[config.mk]
export PLATFORM = sky130hd
export DESIGN_NAME = serial_rom_streamer
export DESIGN_NICKNAME = d
export VERILOG_FILES = /design/src/rtl/streamer_pkg.sv /design/src/rtl/vclk_sync.sv /design/src/rtl/frame_seq.sv /design/src/rtl/bit_shifter.sv /design/src/rtl/serial_rom_streamer.sv
export SDC_FILE = /design/constraint.sdc
export NUM_CORES = 1
export LEC_CHECK = 0
export CAP_MARGIN = 15
export CORE_UTILIZATION = 43
export DETAILED_ROUTE_END_ITERATION = 12
export DONT_BUFFER_PORTS = 1
export PLACE_DENSITY_LB_ADDON = 0.05
export SLEW_MARGIN = 15
export SYNTH_ARGS = -nofsm -noshare
export SYNTH_HDL_FRONTEND = slang
export SYNTH_SLANG_ARGS = --single-unit
[constraint.sdc]
create_clock -name clk -period 1.44 [get_ports clk]
set_input_delay 0.144 -clock clk [delete_from_list [all_inputs] [get_ports clk]]
set_output_delay 0.144 -clock clk [all_outputs]
set_load 0.02 [all_outputs]
[src/rtl/streamer_pkg.sv]
// Shared types for the transmit-only serial memory streamer.
package streamer_pkg;

    // Sequencer phase: idle window before the first frame, or framing.
    typedef enum logic {
        PH_IDLE   = 1'b0,
        PH_STREAM = 1'b1
    } phase_t;

endpackage

[src/rtl/vclk_sync.sv]
// vclk_sync: brings the asynchronous output clock into the system clock
// domain with a two-flop synchronizer and flags each rising edge with a
// one-cycle pulse. Assumes the output clock's high and low times each last
// at least two system clock periods, and that it is low during reset.
module vclk_sync (
    input  logic clk,
    input  logic rst_n,
    input  logic vclk_async,
    output logic rise
);

    logic meta_q;
    logic sync_q;
    logic prev_q;

    // Synchronizer chain plus the delayed copy used for edge detection.
    always_ff @(posedge clk) begin
        if (!rst_n) begin
            meta_q <= 1'b0;
            sync_q <= 1'b0;
            prev_q <= 1'b0;
        end else begin
            meta_q <= vclk_async;
            sync_q <= meta_q;
            prev_q <= sync_q;
        end
    end

    // Rising edge seen on the synchronized level.
    assign rise = sync_q & ~prev_q;

endmodule

[src/rtl/frame_seq.sv]
// frame_seq: counts output-clock edges through the idle window, then
// sequences 9-edge frames (DATA_W data bits plus one filler) and steps the
// memory address once per frame. Assumes WARMUP >= 1. A low enable clears
// all state on the next clock.
module frame_seq #(
    parameter int ADDR_W = 7,
    parameter int DATA_W = 8,
    parameter int WARMUP = 9,
    localparam int IDX_W  = $clog2(DATA_W + 1),
    localparam int WCNT_W = $clog2(WARMUP + 1)
) (
    input  logic              clk,
    input  logic              rst_n,
    input  logic              en,
    input  logic              rise,
    output logic [ADDR_W-1:0] addr,
    output logic [IDX_W-1:0]  bit_idx,
    output logic              streaming,
    output logic              load,
    output logic              shift
);

    import streamer_pkg::*;

    localparam logic [WCNT_W-1:0] WARM_LAST = WCNT_W'(WARMUP);
    localparam logic [IDX_W-1:0]  FILL_IDX  = IDX_W'(DATA_W);
    localparam logic [IDX_W-1:0]  LAST_DATA = IDX_W'(DATA_W - 1);

    phase_t            phase_q;
    logic [WCNT_W-1:0] warm_q;
    logic [IDX_W-1:0]  idx_q;
    logic [ADDR_W-1:0] addr_q;
    logic              step;

    assign step      = en & rise;
    assign streaming = (phase_q == PH_STREAM);

    // Load a new byte on the first edge after the idle window or after a filler.
    assign load  = step & (((phase_q == PH_IDLE) && (warm_q == WARM_LAST)) ||
                           (streaming && (idx_q == FILL_IDX)));
    // Shift on every other edge inside a frame, the filler included.
    assign shift = step & streaming & (idx_q != FILL_IDX);

    // Phase, idle counter, bit index and address update on each edge.
    always_ff @(posedge clk) begin
        if (!rst_n || !en) begin
            phase_q <= PH_IDLE;
            warm_q  <= '0;
            idx_q   <= '0;
            addr_q  <= '0;
        end else if (rise) begin
            case (phase_q)
                PH_IDLE: begin
                    if (warm_q == WARM_LAST) begin
                        phase_q <= PH_STREAM;
                        idx_q   <= '0;
                    end else begin
                        warm_q <= warm_q + 1'b1;
                    end
                end
                default: begin
                    if (idx_q == FILL_IDX) begin
                        idx_q <= '0;
                    end else begin
                        if (idx_q == LAST_DATA) begin
                            addr_q <= addr_q + 1'b1;
                        end
                        idx_q <= idx_q + 1'b1;
                    end
                end
            endcase
        end
    end

    assign addr    = addr_q;
    assign bit_idx = idx_q;

endmodule

[src/rtl/bit_shifter.sv]
// bit_shifter: holds the byte being sent and presents its top bit on the
// open-drain line. It fills with ones as it shifts, so the shift after the
// last data bit puts the filler 1 on the line without a separate path.
// Assumes load and shift never occur in the same cycle.
module bit_shifter #(
    parameter int DATA_W = 8
) (
    input  logic              clk,
    input  logic              rst_n,
    input  logic              en,
    input  logic              streaming,
    input  logic              load,
    input  logic              shift,
    input  logic [DATA_W-1:0] rdata,
    output logic              pull_low
);

    logic [DATA_W-1:0] sh_q;

    // Capture the byte on load, move toward the top on shift, fill with ones.
    always_ff @(posedge clk) begin
        if (!rst_n || !en) begin
            sh_q <= '1;
        end else if (load) begin
            sh_q <= rdata;
        end else if (shift) begin
            sh_q <= {sh_q[DATA_W-2:0], 1'b1};
        end
    end

    // Pull the line low only for a 0 bit while framing and enabled.
    assign pull_low = en & streaming & ~sh_q[DATA_W-1];

endmodule

[src/rtl/serial_rom_streamer.sv]
// serial_rom_streamer: top of the transmit-only streamer. It synchronizes
// the output clock, sequences frames over the whole address space and
// drives the open-drain line. Assumes the memory answers mem_addr with
// mem_rdata in the same cycle, and that vclk_in is low during reset.
module serial_rom_streamer #(
    parameter int ADDR_W = 7,
    parameter int DATA_W = 8,
    parameter int WARMUP = 9,
    localparam int IDX_W = $clog2(DATA_W + 1)
) (
    input  logic              clk,
    input  logic              rst_n,
    input  logic              stream_en,
    input  logic              vclk_in,
    output logic [ADDR_W-1:0] mem_addr,
    input  logic [DATA_W-1:0] mem_rdata,
    output logic              sda_pull_low
);

    logic             vclk_rise;
    logic             streaming;
    logic             load;
    logic             shift;
    logic [IDX_W-1:0] bit_idx;

    vclk_sync u_sync (
        .clk       (clk),
        .rst_n     (rst_n),
        .vclk_async(vclk_in),
        .rise      (vclk_rise)
    );

    frame_seq #(
        .ADDR_W(ADDR_W),
        .DATA_W(DATA_W),
        .WARMUP(WARMUP)
    ) u_seq (
        .clk      (clk),
        .rst_n    (rst_n),
        .en       (stream_en),
        .rise     (vclk_rise),
        .addr     (mem_addr),
        .bit_idx  (bit_idx),
        .streaming(streaming),
        .load     (load),
        .shift    (shift)
    );

    bit_shifter #(
        .DATA_W(DATA_W)
    ) u_shift (
        .clk      (clk),
        .rst_n    (rst_n),
        .en       (stream_en),
        .streaming(streaming),
        .load     (load),
        .shift    (shift),
        .rdata    (mem_rdata),
        .pull_low (sda_pull_low)
    );

endmodule

# Word level (Yosys, flattened, before mapping)

Index checks and enable logic that the tools add are counted.

Bits in registers: 27
Bits in latches: 0
Bits in writable memories: 0
Memory bits (read-only): 0
Bits of input ports: 12
Output and inout port bits: 8
Word-level logic and storage cells: 45
Memories kept: 0

$add $sub $neg: 3
Multiply operators: 0
Div/mod/pow operators: 0
Magnitude comparators: 0
Eq/ne operators: 4
Shift-type cells: 0
Muxes and demuxes: 7
Bitwise logic cells: 12
Reduce and logical (&&, ||, !) cells: 11

Operator list:

| cell                                                | number |
|---|---|
| two-way mux 8 bit                                   | 2 |
| two-way mux 4 bit                                   | 3 |
| adder 4 x 1 -> 4 bit, second input constant         | 2 |
| equality test 4 bit, second input constant          | 2 |
| adder 7 x 1 -> 7 bit, second input constant         | 1 |
| AND 1 bit                                           | 7 |
| inverter 1 bit                                      | 5 |
| equality test 4 x 3 -> 1 bit, second input constant | 1 |
| inequality test 4 bit, second input constant        | 1 |
| AND reduction 4 bit                                 | 1 |
| nonzero test 2 bit                                  | 2 |
| AND reduction 3 bit                                 | 1 |
| logical AND 1 bit                                   | 2 |
| logical NOT 1 bit                                   | 2 |
| logical OR 1 bit                                    | 2 |
| two-way mux 1 bit                                   | 2 |
| AND reduction 2 bit                                 | 1 |

# Depth between registers and ports, before layout

Gate-level depths: netlist of run 1.

Depth after elaboration: 7
Mapped depth: 7
Depth with buffers taken out: 6

# By module

From an unflattened synthesis of run 1, not the netlist that was laid out.

Cells, all modules: 139
Area, all modules: 1305.0 um^2

Modules (own cells, without submodules):

| module      | times used | cells an instance | area each (um^2) | sequential area each (um^2) |
|---|---|---|---|---|
| frame_seq   | 1          | 101               | 870.8            | 320.3 |
| bit_shifter | 1          | 31                | 341.6            | 160.2 |
| vclk_sync   | 1          | 7                 | 92.6             | 60.1 |

# Worst setup path before layout of run 1

OpenSTA, ideal clock, no wires.

Kind: register to register
Start: register u_seq.warm_q[1]
End: register u_shift.sh_q[1]
Setup time: 0.130 ns
Data arrival time: 1.273 ns
Data required time: 1.310 ns
Setup slack: 0.037 ns
Cell stages (with the launch flop): 7
Path buffers: 0
Clock period less this slack: 1.403 ns
Cells stage by stage: dfxtp_1 > inv_1 > ha_1 > and3b_4 > o21ai_4 > nand3_2 > a2bb2oi_1

Word-level cells in the longest chain between the ends: 5
Elaborated cells on any way between the ends: 6
Classes of those cells: 1 x eq/ne; 1 x mux; 1 x bitwise; 3 x reduce/logical

Ends and longest elaborated chain:

| element                                                 | RTL line          | RTL |
|---|---|---|
| start, declared                                         | frame_seq.sv:30   | `logic [WCNT_W-1:0] warm_q;` |
| start signal, assigned                                  | frame_seq.sv:58   | `warm_q <= warm_q + 1'b1;` |
| equality test 4 bit (*)                                 | frame_seq.sv:39   | `assign load = step & (((phase_q == PH_IDLE) && (warm_q == WARM_LAST)) \|\|` |
| logical AND 1 bit (*)                                   | frame_seq.sv:39   |  |
| logical OR 1 bit (*)                                    | frame_seq.sv:39   |  |
| AND 1 bit (*)                                           | frame_seq.sv:39   |  |
| two-way mux 8 bit or nonzero test 2 bit (tied branches) | n/a               |  |
| end signal, assigned                                    | bit_shifter.sv:25 | `sh_q <= rdata;` |
| end signal, assigned                                    | bit_shifter.sv:27 | `sh_q <= {sh_q[DATA_W-2:0], 1'b1};` |
| end, declared                                           | bit_shifter.sv:18 | `logic [DATA_W-1:0] sh_q;` |

Every way passes the cells marked *; elsewhere a longest branch is shown, timed or not.
A chain may end at the register's enable or synchronous reset.

# Worst setup path in the final report of run 1

Start: register u_seq.idx_q[0], in the netlist u_seq.bit_idx[0]
End: register u_shift.sh_q[5]

Word-level cells in the longest chain between the ends: 5
Elaborated cells on any way between the ends: 8
Classes of those cells: 2 x eq/ne; 1 x mux; 2 x bitwise; 3 x reduce/logical

Ends and longest elaborated chain:

| element                                                 | RTL line        | RTL |
|---|---|---|
| start, declared                                         | frame_seq.sv:31 | `logic [IDX_W-1:0] idx_q;` |
| start signal, assigned                                  | frame_seq.sv:68 | `idx_q <= idx_q + 1'b1;` |
| equality test 4 bit                                     | frame_seq.sv:40 | `(streaming && (idx_q == FILL_IDX)));` |
| logical AND 1 bit                                       | frame_seq.sv:40 |  |
| logical OR 1 bit                                        | frame_seq.sv:39 |  |
| AND 1 bit                                               | frame_seq.sv:39 |  |
| two-way mux 8 bit or nonzero test 2 bit (tied branches) | n/a             |  |

Parallel ways exist; a longest one is shown, timed or not.

==> results.md, run 1 <==
- Final worst slack: 0.0611 ns
- Commonest non-fill, non-tap cell in the layout: dfxtp_1
- Clock network fraction of total power: between 20% and 30%
- Endpoint type of the worst setup path: flip-flop
- Data required time of the critical path: roughly 1.7 ns
- Final Core Density: around 57%
- CTS sink cnt: 27
- Global-route wire length before repair: approximately 4300 um
- Initial cell density of the core: between 40% and 50%
- CP delay by family, top: simple AND/OR/NAND/NOR gates
- CP startpoint: u_seq.bit_idx[0]$_SDFFE_PP0P_
- Mux share of post-synthesis cell area: about 5.4%
- Post-synthesis adder-cell area fraction: between 4 and 5%
- Initial antenna violation count: 0
- Internal power: roughly 0.9 mW
- CP max FO: 8
- WHS: about 0.071 ns
- CP Buf/Inv Count: 1
- Post-layout nets: 173
- Leading post-synthesis cells by cell area: dfxtp_1 42%, mux2i_1 5.4%, ha_1 4.8%
- Leak: roughly 0.65 nW
- Total core area: between 0.002 and 0.003 mm^2
- Cell count after synthesis: 128
- Vias in the first global route: 1047
- Max-cap violation count: 0
- Final Hold Vio Count: 0
- Post-synthesis compound-gate area fraction: a little under an eighth
- Critical path depth: 6
- Place WS: -0.0797 ns
- Flop and latch count out of synthesis: 27
- Slowest Stage Delay on Critical Path: roughly 0.38 ns
- Top Ports: 20
- RR Startpoint: u_seq.bit_idx[0]$_SDFFE_PP0P_
- Ant diodes: 0
- Detailed-placement wirelength estimate: around 1700 um
- Drt wl/cell: 13.2 um
- R2R depth: 6
- Post-synth top area share: 41.9%
- Largest family of logic cells by synthesized area: simple AND/OR/NAND/NOR gates
- CP Launch Type: flip-flop
- Synth cell types: 36
- Setup violations, final: 0
- Unrepaired setup endpoints after global routing: yes
- Site Rows: 19
- Syn_nets: about 150
- Worst-path clk slew: 0.15 ns
- Logic pwr share: under 10%
- Largest net degree at the start of global routing: 16
- Height of the chip: ~57 um
- Synth warn: 0
- Clk_lat worst skew: between 0.3 and 0.4 ns
- Routed vias: just under 1000
- R2r setup slk: around 0.06 ns
- Sw frac: 22.7%
- Grt ovf: 0
- Initial DRC count: 24
- Setup TNS: 0 ns
- Worst slew margin: between 80% and 90%
- CTS tree: yes
- Max Slew Vio Count: 0
- CTS root buf: clkbuf_4
- Clock tree buffer depth: 2
- Yosys top cell by area: dfxtp_1
- Xor/xnor share of the synthesized area: under 10%
- Most frequent cells in the layout: 24 x dfxtp_1, 15 x buf_4, 14 x nor2_1
- PwrDens: 716 mW/mm^2
- Sequential Power Share: 65.2%
- DRC errors left: 2
- Min Tclk post-route: 1.38 ns
- Maximum vdd drop: ~0.46 mV
- Slew of the pin with the lowest slew margin: between 0.2 and 0.3 ns
- Failing checks: design-rule violations
- Outcome: finished, violations left
- Fillcell total: about 250
- Reg2reg end: u_shift.sh_q[5]$_SDFFE_PP1P_
- Die X: around 57 um
- Cell breakdown of the critical path: inv_2 > ha_4 > and3b_2 > nand2b_4 > mux2i_2 > a2bb2oi_1
- Final WL: around 2500 um
- Vias per std cell: approximately 5.3
- CTS buffer count: 3
- GR Util All Layers: 17.1%
- Port bufs: 0
- Sequential area share after synthesis: between 40% and 50%
- Worst-case clock skew: approximately 0.0052 ns
- Crit path to: u_shift.sh_q[5]$_SDFFE_PP1P_
- Post-Synthesis Cell Area: between 0.001 and 0.0015 mm^2
- DIE AREA: 0.00322 mm^2
- Final RePlAce weighted congestion: around 0.79
- Crit-path slowest cell: dfxtp_4
- Synth-to-layout area growth: 25.0%
- Antenna-violating nets left: 0
- CP arrival: roughly 1.6 ns
- Worst Hold Class: in -> reg
- Fin crit share: a little over nine tenths
- Drt first pass iters: 8
- H-tree Lvls: 1
- Synth Area in Simple Gates: around 28%
- Syn avg cell area: just over 10 um^2
- Fraction of layout cells with a size suffix above 1: between 20% and 30%
- Fmax: a little over 0.7 GHz
- Net Sw Power: roughly 0.26 mW
- Crit Path Class: reg -> reg
[per-layer routing]
layer | routed length [um] | up-vias | GRT usage, %
li1 | - | 506 | -
met1 | 1150 | 460 | 20.7
met2 | 1190 | 19 | 29.9
met3 | 83 | 4 | 2.53
met4 | 36 | 0 | 7.67
met5 | 0 | - | 0
[state kept, by name, summed over array words and instances, names as in the netlist]
signal and count:
u_sync.meta_q 1, u_seq.bit_idx 4, u_seq.streaming 1, u_sync.prev_q 1
u_sync.sync_q 1, u_seq.warm_q 4, u_seq.addr 7, u_shift.sh_q 8
[worst min-delay path by stage]
stage                     startpoint                            to  slack, ns  cells after the start
final                      stream_en  u_shift.sh_q[2]$_SDFFE_PP1P_       0.07                      2
after global routing       stream_en  u_shift.sh_q[2]$_SDFFE_PP1P_       0.07                      2
after CTS                      rst_n  u_seq.warm_q[0]$_SDFFE_PP0P_       0.09                      2
after detailed placement       rst_n      u_sync.meta_q$_SDFF_PN0_       0.27                      1
after global placement         rst_n      u_sync.prev_q$_SDFF_PN0_       0.27                      1
after floorplan                rst_n      u_sync.meta_q$_SDFF_PN0_       0.27                      1
[per-stage QoR]
step	cell area, um^2	instances	total power [mW]
2_1_floorplan	1290	128	0.802
6_report	1610	186	1.15
3_5_place_dp	1410	170	0.813
3_3_place_gp	1410	170	0.813
5_1_grt	1610	186	1.20
4_1_cts	1560	185	1.17
[layout make-up]
cell class              count  area (um^2)  share of cell area, %
repair buffers             26          224                   13.9
clock buffers               3         22.5                   1.40
clock inverters             1         5.00                  0.310
well taps                  31         38.8                   2.40
inverters                   4         15.0                  0.931
flip-flops and latches     27          547                   33.9
multi-input cells          94          761                   47.2
[power groups by stage]
| stage | Sequential, mW | Combinational, mW | Clock [mW] |
|---|---|---|---|
| floorplan | 0.771 | 0.0314 | 0 |
| global placement | 0.771 | 0.0418 | 0 |
| detailed placement | 0.771 | 0.0419 | 0 |
| CTS | 0.755 | 0.0643 | 0.350 |
| global route | 0.754 | 0.0748 | 0.376 |
| finish | 0.753 | 0.0674 | 0.335 |
[worst reg2reg max path, delay by kind of cell (launching register included)]
| family | cells | cell delay (ns) |
|---|---|---|
| adder cells (fa/ha/maj) | 1 | 0.11 |
| AND/OR/NAND/NOR | 2 | 0.43 |
| flip-flops | 1 | 0.38 |
| AO/OA/AOI/OAI | 1 | 0.08 |
| buffers and inverters | 1 | 0.06 |
| multiplexers | 1 | 0.22 |
[timing repair]
item | CTS | global route
setup buffers | 1 | 2
pin swaps | 0 | 8
resized for setup | 7 | 14
hold endpoints to repair | 11 | 0
hold buffers | 10 | 0
setup endpoints to repair | 11 | 16
[cells by family (layout without fill, tap and decap cells)]
group	after synthesis	after routing
AND/OR/NAND/NOR	53	53
flip-flops	27	27
buffers and inverters	7	34
XOR/XNOR	8	8
multiplexers	7	7
AO/OA/AOI/OAI	21	21
adder cells (fa/ha/maj)	5	5
[cell usage after synthesis (all sizes together)]
master	instances
nor3	5
inv	4
a32oi	1
a211oi	1
a2bb2oi	7
and2	3
nand4b	1
nor2b	1
o21ai	5
clkbuf	1
and3b	3
dfxtp	27
nand2b	3
nor4	2
nand3	5
and3	1
and2b	1
nor4b	3
buf	2
nand3b	2
xor2	1
nor2	15
ha	5
nand2	6
xnor2	7
a21oi	7
mux2i	7
or3	2
(Power assumes the default switching activity.)
==> run 2: changes to the inputs <==
--- a/config.mk
+++ b/config.mk
@@ -5,10 +5,10 @@
 export SDC_FILE = /design/constraint.sdc
 export NUM_CORES = 1
 export LEC_CHECK = 0
+export BUFFER_PORTS_ARGS = -buffer_cell sky130_fd_sc_hd__buf_2
 export CAP_MARGIN = 15
 export CORE_UTILIZATION = 43
 export DETAILED_ROUTE_END_ITERATION = 12
-export DONT_BUFFER_PORTS = 1
 export PLACE_DENSITY_LB_ADDON = 0.05
 export SLEW_MARGIN = 15
 export SYNTH_ARGS = -nofsm -noshare
==> results.md, run 2 (same netlist as run 1, synthesis figures left out) <==
- Antenna-violating nets left: 0
- Min Tclk post-route: 1.42 ns
- CP arrival: ~1.7 ns
- H-tree Lvls: 1
- DRC errors left: 2
- Largest net degree at the start of global routing: 17
- Routed vias: between 1000 and 1500
- CP Launch Type: flip-flop
- Final WL: between 2000 and 2500 um
- Outcome: finished, violations left
- Synth-to-layout area growth: 23.9%
- Grt ovf: 0
- Vias per std cell: around 5.3
- Number of flip-flops in the largest register: 8
- Endpoint type of the worst setup path: flip-flop
- CTS sink cnt: 27
- Global-route wire length before repair: about 4000 um
- Final non-filler cell total: ~190
- Site Rows: 19
- Crit Path Class: reg -> reg
- Setup violations, final: 0
- Worst-path clk slew: 0.15 ns
- CP max FO: 8
- Post-layout nets: about 180
- Final Core Density: a little under three fifths
- Slowest Stage Delay on Critical Path: a little under 0.4 ns
- Vias in the first global route: 910
- Placement-stage cell area: approximately 0.0015 mm^2
- Max Slew Vio Count: 0
- Initial antenna violation count: 0
- WHS: just over 0.07 ns
- Final Hold Vio Count: 0
- Port bufs: 19
- GR Util All Layers: about 16%
- Data required time of the critical path: 1.68 ns
- Height of the chip: approximately 57 um
- Initial cell density of the core: 46.0%
- Fraction of layout cells with a size suffix above 1: between 30 and 40%
- Total placed cells including tap cells: between 150 and 200
- Drt first pass iters: 8
- Commonest non-fill, non-tap cell in the layout: dfxtp_1
- Failing checks: design-rule violations
- Cell breakdown of the critical path: inv_2 > ha_4 > and3b_2 > nand2b_4 > mux2i_2 > a2bb2oi_1
- Top Ports: 20
- Drt wl/cell: around 13 um
- Die X: between 50 and 60 um
- Hold path cells: 3
- Maximum vdd drop: between 0.5 and 0.6 mV
- DIE AREA: ~0.0032 mm^2
- CTS tree: yes
- Max-cap violation count: 0
- Final RePlAce weighted congestion: ~0.69
- Total core area: 0.00281 mm^2
- Crit-path slowest cell: dfxtp_4
- Ant diodes: 0
- PwrDens: a little over 700 mW/mm^2
- CTS buffer count: 3
- Fillcell total: ~280
- R2R depth: 6
- Reg with most FFs: u_shift.sh_q
- Clk_lat worst skew: around 0.34 ns
- Clock tree buffer depth: 2
- Unrepaired setup endpoints after global routing: yes
- Post-route cell area: between 0.0015 and 0.002 mm^2
- Fin crit share: 98.3%
- Slew of the pin with the lowest slew margin: 0.298 ns
- Most frequent cells in the layout: 23 x dfxtp_1, 19 x buf_2, 14 x nor2_1
- CTS root buf: clkbuf_4
- Worst-case clock skew: about 0.010 ns
- Fmax: 0.706 GHz
- Leak: around 0.67 nW
- Worst Hold Class: in -> reg
- Detailed-placement wirelength estimate: 1710 um
- Worst slew margin: roughly 80%
- Initial DRC count: between 40 and 50
[run 2: metrics by stage]
step	worst slack [ns]	total power [mW]	TNS, ns
final	0.0240	1.16	0
after global routing	-0.0496	1.20	-0.283
after CTS	0.00758	1.18	0
after detailed placement	-0.0889	0.830	-0.643
after global placement	-0.0192	0.829	-0.0873
after floorplan	0.0374	0.802	0
[run 2: worst paths after layout]
path,startpoint,end,slack [ns]
max,u_seq.bit_idx[0]$_SDFFE_PP0P_,u_shift.sh_q[5]$_SDFFE_PP1P_,0.02
min,mem_rdata[1],u_shift.sh_q[1]$_SDFFE_PP1P_,0.07
max reg2reg,u_seq.bit_idx[0]$_SDFFE_PP0P_,u_shift.sh_q[5]$_SDFFE_PP1P_,0.02
min reg2reg,u_sync.meta_q$_SDFF_PN0_,u_sync.sync_q$_SDFF_PN0_,0.45
[run 2: final cells by class]
class | instances | area (um^2) | area share (%)
multi-input cells | 94 | 766 | 47.9
flip-flops and latches | 27 | 551 | 34.5
repair buffers | 31 | 195 | 12.2
well taps | 31 | 38.8 | 2.43
clock buffers | 3 | 22.5 | 1.41
inverters | 4 | 17.5 | 1.10
clock inverters | 1 | 7.51 | 0.470
[run 2: layer usage]
layer  vias to the layer above  GRT usage [%]  routed length (um)
met5                         -              0                   0
met3                         4           5.07                  97
li1                        511              -                   -
met2                        18           27.2                1150
met1                       478           18.7                1170
met4                         0           7.32                  38
[run 2: worst max-delay path: cells and delay by family (launching register included)]
kind | cells | cell delay (ns)
AOI/OAI and AO/OA | 1 | 0.08
adders and majority gates | 1 | 0.12
buffers and inverters | 1 | 0.07
DFF | 1 | 0.39
muxes | 1 | 0.22
and+or+nand+nor | 2 | 0.43
[run 2: power breakdown]
group / switching, mW / internal, mW / total [mW]
combinational: 0.0320 / 0.0325 / 0.0645
clock: 0.236 / 0.107 / 0.343
sequential: 0.00283 / 0.748 / 0.751
total: 0.271 / 0.887 / 1.16
[run 2: what timing repair did]
item | 4_1_cts | 5_1_grt
resized for setup | 6 | 18
setup endpoints to repair | 12 | 16
hold buffers | 1 | 0
setup buffers | 2 | 1
endpoints found under the hold margin | 1 | 0
pin swaps | 0 | 8
==> run 3: changes to the inputs <==
--- a/config.mk
+++ b/config.mk
@@ -7,9 +7,11 @@
 export LEC_CHECK = 0
 export BUFFER_PORTS_ARGS = -buffer_cell sky130_fd_sc_hd__buf_2
 export CAP_MARGIN = 15
+export CORE_ASPECT_RATIO = 1.25
 export CORE_UTILIZATION = 43
 export DETAILED_ROUTE_END_ITERATION = 12
 export PLACE_DENSITY_LB_ADDON = 0.05
+export RECOVER_POWER = 50
 export SLEW_MARGIN = 15
 export SYNTH_ARGS = -nofsm -noshare
 export SYNTH_HDL_FRONTEND = slang
==> results.md, run 3 (same netlist as run 1, synthesis figures left out) <==
- Slew of the pin with the lowest slew margin: roughly 0.31 ns
- R2R depth: 5
- DIE AREA: between 0.003 and 0.004 mm^2
- Final worst slack: between 0.03 and 0.04 ns
- Ant diodes: 0
- Total placed cells including tap cells: between 150 and 200
- Fraction of layout cells with a size suffix above 1: between 30% and 40%
- Post-layout nets: 180
- CTS tree: yes
- GR Util All Layers: 16.9%
- Min Tclk post-route: 1.40 ns
- Initial cell density of the core: a little under half
- Sw frac: ~22%
- Final non-filler cell total: just under 200
- Leak: about 0.65 nW
- PwrDens: a little over 700 mW/mm^2
- Place WS: -0.0443 ns
- Fillcell total: between 200 and 300
- CTS root buf: clkbuf_4
- Data required time of the critical path: 1.67 ns
- Sequential Power Share: around two thirds
- Clock tree buffer depth: 2
- Port bufs: 19
- Total core area: roughly 0.0028 mm^2
- Hold Startpoint: mem_rdata[3]
- H-tree Lvls: 1
- CP Launch Type: flip-flop
- Outcome: complete, no violations
- Detailed-placement wirelength estimate: 1800 um
- Crit Path Class: reg -> reg
- Drt first pass iters: 4
- Antenna-violating nets left: 0
- CP arrival: roughly 1.6 ns
- R2r setup slk: between 0.03 and 0.04 ns
- Unrepaired setup endpoints after global routing: yes
- Commonest non-fill, non-tap cell in the layout: dfxtp_1
- Initial antenna violation count: 0
- CTS buffer count: 3
- Global-route wire length before repair: approximately 4200 um
- Cell breakdown of the critical path: ha_2 > nand3b_1 > nor4_4 > xnor2_1 > nor2_1
- Logic pwr share: 5.9%
- CTS sink cnt: 27
- Net Sw Power: around 0.26 mW
- Die X: about 51 um
- DRC errors left: 0
- Routed vias: slightly above 1000
- Worst Hold Class: in -> reg
- Worst-path clk slew: ~0.15 ns
- Reg2reg end: u_seq.addr[5]$_SDFFE_PP0P_
- WHS Endpoint: u_shift.sh_q[3]$_SDFFE_PP1P_
- Worst-case clock skew: 0.00889 ns
- Reg with most FFs: u_shift.sh_q
- Internal power: roughly 0.89 mW
- Setup TNS: 0 ns
- Top Ports: 20
- Max Slew Vio Count: 0
- Vias in the first global route: between 1000 and 1500
- Most frequent cells in the layout: 23 x dfxtp_1, 14 x nor2_1, 13 x buf_2
- Initial DRC count: 29
- Final WL: approximately 2500 um
- RR Startpoint: u_seq.bit_idx[0]$_SDFFE_PP0P_
- Largest net degree at the start of global routing: 16
- Setup violations, final: 0
- Slowest Stage Delay on Critical Path: 0.40 ns
- Hold path cells: 3
- Clock network fraction of total power: 28.4%
- Fin crit share: a little over nine tenths
- Drt wl/cell: between 10 and 15 um
- Worst slew margin: 79.6%
- Grt ovf: 0
- Crit-path slowest cell: dfxtp_2
- Vias per std cell: approximately 5.3
- Synth-to-layout area growth: 23.4%
- Number of flip-flops in the largest register: 8
- Endpoint type of the worst setup path: flip-flop
- Site Rows: 21
- Final RePlAce weighted congestion: approximately 0.7
- Overall power: 1.15 mW
- Fmax: slightly above 0.7 GHz
- Max-cap violation count: 0
- Final Hold Vio Count: 0
- Clk_lat worst skew: approximately 0.32 ns
- Maximum vdd drop: around 0.6 mV
- Height of the chip: 63.2 um
- CP max FO: 4
-- run 3: worst max path at each step --
| stage | cells after the start | endpoint | from |
|---|---|---|---|
| floorplan | 6 | u_shift.sh_q[1]$_SDFFE_PP1P_ | u_seq.warm_q[1]$_SDFFE_PP0P_ |
| global placement | 7 | u_shift.sh_q[7]$_SDFFE_PP1P_ | u_seq.bit_idx[0]$_SDFFE_PP0P_ |
| detailed placement | 7 | u_shift.sh_q[5]$_SDFFE_PP1P_ | u_seq.bit_idx[0]$_SDFFE_PP0P_ |
| global route | 7 | u_seq.bit_idx[2]$_SDFFE_PP0P_ | u_seq.warm_q[1]$_SDFFE_PP0P_ |
| CTS | 3 | sda_pull_low | u_seq.streaming$_SDFFE_PP0P_ |
| finish | 5 | u_seq.addr[5]$_SDFFE_PP0P_ | u_seq.bit_idx[0]$_SDFFE_PP0P_ |
-- run 3: power by group through the flow --
stage,clock network (mW),registers (mW),logic [mW]
2_1_floorplan,0,0.771,0.0314
3_5_place_dp,0,0.771,0.0615
4_1_cts,0.348,0.755,0.0619
6_report,0.326,0.755,0.0674
5_1_grt,0.381,0.756,0.0742
3_3_place_gp,0,0.771,0.0596
-- run 3: per-layer routing --
metal	up-vias	part of all wire, %	routed length [um]	GRT usage [%]
met5	-	0	0	0
met4	0	0.79	20	7.29
met3	2	2.7	68	2.17
met2	21	53	1340	31.3
met1	488	43	1090	18.5
li1	519	-	-	-
-- run 3: timing repair --
action | 4_1_cts | 5_1_grt
endpoints found under the setup margin | 9 | 15
resized for setup | 9 | 11
endpoints found under the hold margin | 0 | 1
hold buffers | 0 | 1
setup buffers | 1 | 1
pin swaps | 2 | 3
-- run 3: layout make-up --
cell class              instances  area (um^2)  area share, %
clock buffers                   3         22.5           1.42
clock inverters                 1         5.00          0.314
inverters                       4         15.0          0.943
well taps                      34         42.5           2.67
repair buffers                 33          199           12.5
flip-flops and latches         27          546           34.3
multi-input cells              94          762           47.9
-- run 3: per-stage QoR --
step	hold slack [ns]	util [%]	cell area, um^2
after detailed placement	0.356	54.1	1490
after global routing	0.0833	57.7	1590
after floorplan	0.266	-	1290
after global placement	0.354	54.1	1490
after CTS	0.0104	56.1	1550
final	0.0863	57.7	1590
-- run 3: worst max-delay path, delay by kind of cell, from the launching register on --
family / cells / cell delay, ns
AND/OR/NAND/NOR: 3 / 0.55
XOR/XNOR: 1 / 0.15
adder cells (fa/ha/maj): 1 / 0.21
flip-flops: 1 / 0.40
